<file path="src/rtl/cap_pkg.sv">
package cap_pkg;
  typedef enum logic [1:0] {
    EDGE_OFF  = 2'b00,
    EDGE_RISE = 2'b01,
    EDGE_FALL = 2'b10,
    EDGE_ANY  = 2'b11
  } edge_mode_e;
endpackage

</file>
<file path="src/rtl/cap_edge_det.sv">
module cap_edge_det #(
  parameter int SYNC_STAGES = 2
) (
  input  logic       clk,
  input  logic       rst,
  input  logic       sig_in,
  input  logic [1:0] edge_mode,
  output logic       event_hit
);
  import cap_pkg::*;

  localparam int CHAIN_W = SYNC_STAGES + 1;

  logic [CHAIN_W-1:0] chain;

  always_ff @(posedge clk) begin
    if (rst) chain[0] <= 1'b0;
    else     chain[0] <= sig_in;
  end

  genvar i;
  generate
    for (i = 1; i < CHAIN_W; i++) begin : g_stage
      always_ff @(posedge clk) begin
        if (rst) chain[i] <= 1'b0;
        else     chain[i] <= chain[i-1];
      end
    end
  endgenerate

  logic level_now, level_old;
  assign level_now = chain[SYNC_STAGES-1];
  assign level_old = chain[SYNC_STAGES];

  always_comb begin
    case (edge_mode_e'(edge_mode))
      EDGE_RISE: event_hit = level_now & ~level_old;
      EDGE_FALL: event_hit = ~level_now & level_old;
      EDGE_ANY:  event_hit = level_now ^ level_old;
      default:   event_hit = 1'b0;
    endcase
  end
endmodule

</file>
<file path="src/rtl/cap_store.sv">
module cap_store #(
  parameter int TW = 16
) (
  input  logic          clk,
  input  logic          rst,
  input  logic          event_hit,
  input  logic [TW-1:0] timer_val,
  input  logic          rd_strobe,
  output logic [TW-1:0] evt_time,
  output logic          evt_valid,
  output logic          pend,
  output logic          ovr
);
  logic [TW-1:0] hold_q;
  logic          hold_full;
  logic          move;
  logic          slot_free;

  assign move      = hold_full & ~evt_valid;
  assign slot_free = ~hold_full | move;

  always_ff @(posedge clk) begin
    if (rst) begin
      hold_full <= 1'b0;
      hold_q    <= '0;
    end else if (event_hit && slot_free) begin
      hold_full <= 1'b1;
      hold_q    <= timer_val;
    end else if (move) begin
      hold_full <= 1'b0;
    end
  end

  always_ff @(posedge clk) begin
    if (rst) begin
      evt_valid <= 1'b0;
      evt_time  <= '0;
    end else if (move) begin
      evt_valid <= 1'b1;
      evt_time  <= hold_q;
    end else if (rd_strobe) begin
      evt_valid <= 1'b0;
    end
  end

  always_ff @(posedge clk) begin
    if (rst) begin
      pend <= 1'b0;
      ovr  <= 1'b0;
    end else begin
      pend <= move;
      ovr  <= event_hit & ~slot_free;
    end
  end
endmodule

</file>
<file path="src/rtl/cap_chan.sv">
module cap_chan #(
  parameter int TW          = 16,
  parameter int SYNC_STAGES = 2
) (
  input  logic          clk,
  input  logic          rst,
  input  logic          sig_in,
  input  logic [TW-1:0] timer_val,
  input  logic [1:0]    edge_mode,
  input  logic          rd_strobe,
  output logic [TW-1:0] evt_time,
  output logic          evt_valid,
  output logic          pend,
  output logic          ovr
);
  logic event_hit;

  cap_edge_det #(.SYNC_STAGES(SYNC_STAGES)) u_det (
    .clk       (clk),
    .rst       (rst),
    .sig_in    (sig_in),
    .edge_mode (edge_mode),
    .event_hit (event_hit)
  );

  cap_store #(.TW(TW)) u_store (
    .clk       (clk),
    .rst       (rst),
    .event_hit (event_hit),
    .timer_val (timer_val),
    .rd_strobe (rd_strobe),
    .evt_time  (evt_time),
    .evt_valid (evt_valid),
    .pend      (pend),
    .ovr       (ovr)
  );
endmodule

</file>
<file path="config.mk">
export PLATFORM = sky130hd
export DESIGN_NAME = cap_chan
export DESIGN_NICKNAME = d
export VERILOG_FILES = /design/src/rtl/cap_pkg.sv /design/src/rtl/cap_edge_det.sv /design/src/rtl/cap_store.sv /design/src/rtl/cap_chan.sv
export SDC_FILE = /design/constraint.sdc
export NUM_CORES = 1
export LEC_CHECK = 0
export ABC_AREA = 0
export BUFFER_PORTS_ARGS = -buffer_cell sky130_fd_sc_hd__buf_2
export CORE_AREA = 10 10 67 69
export CTS_BUF_LIST = sky130_fd_sc_hd__clkbuf_16
export DETAILED_ROUTE_END_ITERATION = 8
export DIE_AREA = 0 0 77 79
export GPL_TIMING_DRIVEN = 0
export PLACE_DENSITY = 0.75
export SYNTH_ARGS = -nofsm -noshare
export SYNTH_HDL_FRONTEND = slang
export SYNTH_SLANG_ARGS = --single-unit
</file>
<file path="constraint.sdc">
create_clock -name clk -period 2.6 [get_ports clk]
set_clock_uncertainty 0.15 [all_clocks]
set_input_delay 0.13 -clock clk [delete_from_list [all_inputs] [get_ports clk]]
set_output_delay 0.13 -clock clk [all_outputs]
set_load 0.01 [all_outputs]
</file>
==> flow_summary.ini <==
[worst_setup_path]
critPathLaunchType = flop
worstPathRequired_ns = 2.65
cp_max_fo = 10
max_stage_delay_ns = 0.57
cp_slowest_cell = a311oi_4
end_kind = flop
rrSetupSlack_ns = 0.52
path_cells = inv_1 > ha_1 > nand2b_1 > a311oi_4 > buf_6 > mux2i_1
reg2reg_to = u_store.hold_q[10]
arrival_ns = 2.13
r2r_cells = 6
r2r-start = u_det.level_old
path_class = flop to flop

[logic_synthesis]
syn_area_um2 = 1550
syn_avg_cell_area_um2 = 9.29
yosysMostFrequentCell = dfxtp_1
synth_top_area_cell = dfxtp_1
yosysWarnings = 0
synthFlopType = dfxtp_1
postSynthCellCount = 167
ys_seq_area_share_pct = 50.3
synth-seq-cells = 39
yosysTopAreaCellShare_pct = 50.3
async_reset_ff_share_pct = 0
synthTopCellsByCount = 39 x dfxtp_1, 35 x nand2b_1, 33 x nand2_1
synth_cell_types = 17
synth_top_cells_by_area = dfxtp_1 50%, nand2b_1 14%, mux2i_1 10%
synth_edf_count = 0
syn-num-nets = 191

[global_routing]
grt_antenna_before_repair = 0
grt-ovfl-total = 0
grt.total_usage_pct = 11.6
grt_pass1_vias = 1291
grt_pass1_wl_um = 5730
grt_max_degree = 12

[sta]
fmax_ghz = 0.481
max_slew.worst_pin.slew_ns = 0.599
finalCriticalPeriod_ns = 2.08
slew_violations = 0
fin_hold_ws_ns = 0.0759
rsz0062_at_grt = no
fin_setup_tns_ns = 0
slew_headroom_pct = 60.1
period_share_pct = 80.0
hold_viol = 0
finalSetupViolCount = 0

[hold_path]
hold_depth = 3
min_to = u_store.ovr
hold_path_class = primary input to flop
min_from = edge_mode[0]

[drt]
finalWirelength_um = 3510
via_count = 1282
first_pass_iters = 4
viasPerCell = 4.61
drtAntennaViolNets = 0
routedWlPerCell_um = 12.6
drt_drc_violations_left = 0
drtIter0Drc = 59

[run_status]
outcome = complete, no violations

[power]
swShare_pct = 21.9
p_leak_nw = 0.880
combPwrFrac_pct = 10.1
irDropWorstVdd_mv = 0.542
netSwitchingPower_uw = 292
intPower_mw = 1.04
power_frac_clock_pct = 42.2
pwr-share-seq_pct = 47.7
pwr_density_cell_nw_per_um2 = 627

[place]
dpl.hpwl_um = 2370
place.port_buffers = 39
gp_congestion = 0.700

[flow_run]
cap_violations = 0

[floorplanning]
die_y_um = 79
initial_utilization_pct = 48.0
core_area_um2 = 3230
die_w_um = 77
die-area_um2 = 6080
fp-row-count = 21
io_pins = 41

[cts]
numCtsBuffers = 5
cts_max_level = 2
cts-root-buf = clkbuf_16
clk_pin_slew_worst_paths_ns = 0.06
clock_sinks = 39
clk_latency_ns = 0.28
cts_buffer_depth = 2
cts_tree = built
cts_resized = 0
postCtsSetupBuffers = 0

[layout]
finalCoreUtilization_pct = 65.6
nNetsFinal = 255
drive_gt1_share_pct = 21.6
syn_to_final_growth_pct = 36.7
fill_cells = 270
num_antenna_cells = 0
==> state kept, by name (all words and copies together), names as in the netlist <==
name	count
u_store.evt_time	16
u_store.hold_q	16
u_det.chain	1
u_det.level_now	1
u_det.level_old	1
u_store.evt_valid	1
u_store.hold_full	1
u_store.ovr	1
u_store.pend	1
==> layout make-up <==
cell class                 instances  area [um^2]  area share [%]
buffer                            11         48.8            2.30
clock buffer                       5          125            5.90
clock inverter                     3         11.3           0.531
inverter                           2         7.51           0.354
multi-input combinational        115          714            33.7
sequential                        39          781            36.8
tap                               46         57.6            2.71
timing repair buffer              57          375            17.7
==> power groups by stage <==
stage	Sequential, mW	Combinational, mW	Clock [mW]
after CTS	0.635	0.134	0.566
after floorplan	0.648	0.0732	0
after global placement	0.646	0.113	0
after global routing	0.637	0.149	0.592
after detailed placement	0.647	0.113	0
final	0.635	0.135	0.561
==> layer usage <==
| layer | vias to the layer above | part of all wire, % | global-route usage (%) | routed length (um) |
|---|---|---|---|---|
| met5 | - | 0 | 0 | 0 |
| met4 | 0 | 1.3 | 4.20 | 47 |
| met3 | 5 | 3.4 | 4.28 | 120 |
| met2 | 19 | 52 | 21.7 | 1830 |
| met1 | 595 | 43 | 11.5 | 1510 |
| li1 | 663 | - | - | - |
==> stage by stage <==
stage / worst slack, ns / cells / cell area [um^2] / total power [mW]
after floorplan: 0.713 / 167 / 1550 / 0.721
after global placement: 0.553 / 252 / 1800 / 0.759
after detailed placement: 0.509 / 252 / 1800 / 0.760
after CTS: 0.500 / 278 / 2120 / 1.34
after global routing: 0.411 / 278 / 2120 / 1.38
final: 0.520 / 278 / 2120 / 1.33
==> kinds of logic (layout without fill, tap and decap cells) <==
| logic type | Yosys count | in the layout | synth area share (%) |
|---|---|---|---|
| AO/OA/AOI/OAI | 21 | 21 | 8.63 |
| multiplexers | 16 | 16 | 10.3 |
| flip-flops | 39 | 39 | 50.3 |
| AND/OR/NAND/NOR | 76 | 76 | 25.5 |
| adder cells (fa/ha/maj) | 2 | 2 | 1.61 |
| buffers and inverters | 13 | 78 | 3.63 |
==> worst max-delay path, delay by kind of cell, from the launching register on <==
kind	cells	cell delay [ns]
buf+inv	2	0.29
compound gates	1	0.57
fa+ha+maj	1	0.27
flops	1	0.33
simple gates	1	0.19
mux	1	0.20
==> what timing repair did <==
item                       4_1_cts  5_1_grt
setup endpoints to repair        0        0
hold endpoints to repair        18        0
hold buffers                    18        0
==> worst max-delay path by stage <==
stage	from	endpoint	slack (ns)	depth (start not counted)
3_3_place_gp	u_det.level_old	u_store.hold_q[10]	0.55	6
3_5_place_dp	u_det.level_old	u_store.hold_q[10]	0.51	6
4_1_cts	u_det.level_old	u_store.hold_q[2]	0.50	6
2_1_floorplan	u_det.level_old	u_store.hold_q[10]	0.71	6
5_1_grt	u_det.level_old	u_store.hold_q[2]	0.41	6
6_report	u_det.level_old	u_store.hold_q[10]	0.52	6
==> placed cells by master (no fill, tap or decap) <==
| cell | n |
|---|---|
| buf_2 | 39 |
| dfxtp_1 | 39 |
| nand2b_1 | 35 |
| nand2_1 | 33 |
| a21oi_1 | 18 |
| dlygate4sd3_1 | 18 |
| mux2i_1 | 16 |
| clkbuf_1 | 10 |
| clkbuf_16 | 5 |
| inv_1 | 3 |
| nor2b_1 | 3 |
| nor2_1 | 2 |
| ha_1 | 2 |
| clkinv_1 | 2 |
| nand2b_4 | 1 |
| a21oi_2 | 1 |
| and2_2 | 1 |
| a311oi_4 | 1 |
| buf_6 | 1 |
| a31o_2 | 1 |
| nor3_1 | 1 |
Note: power is estimated with default switching activity, not from simulation.
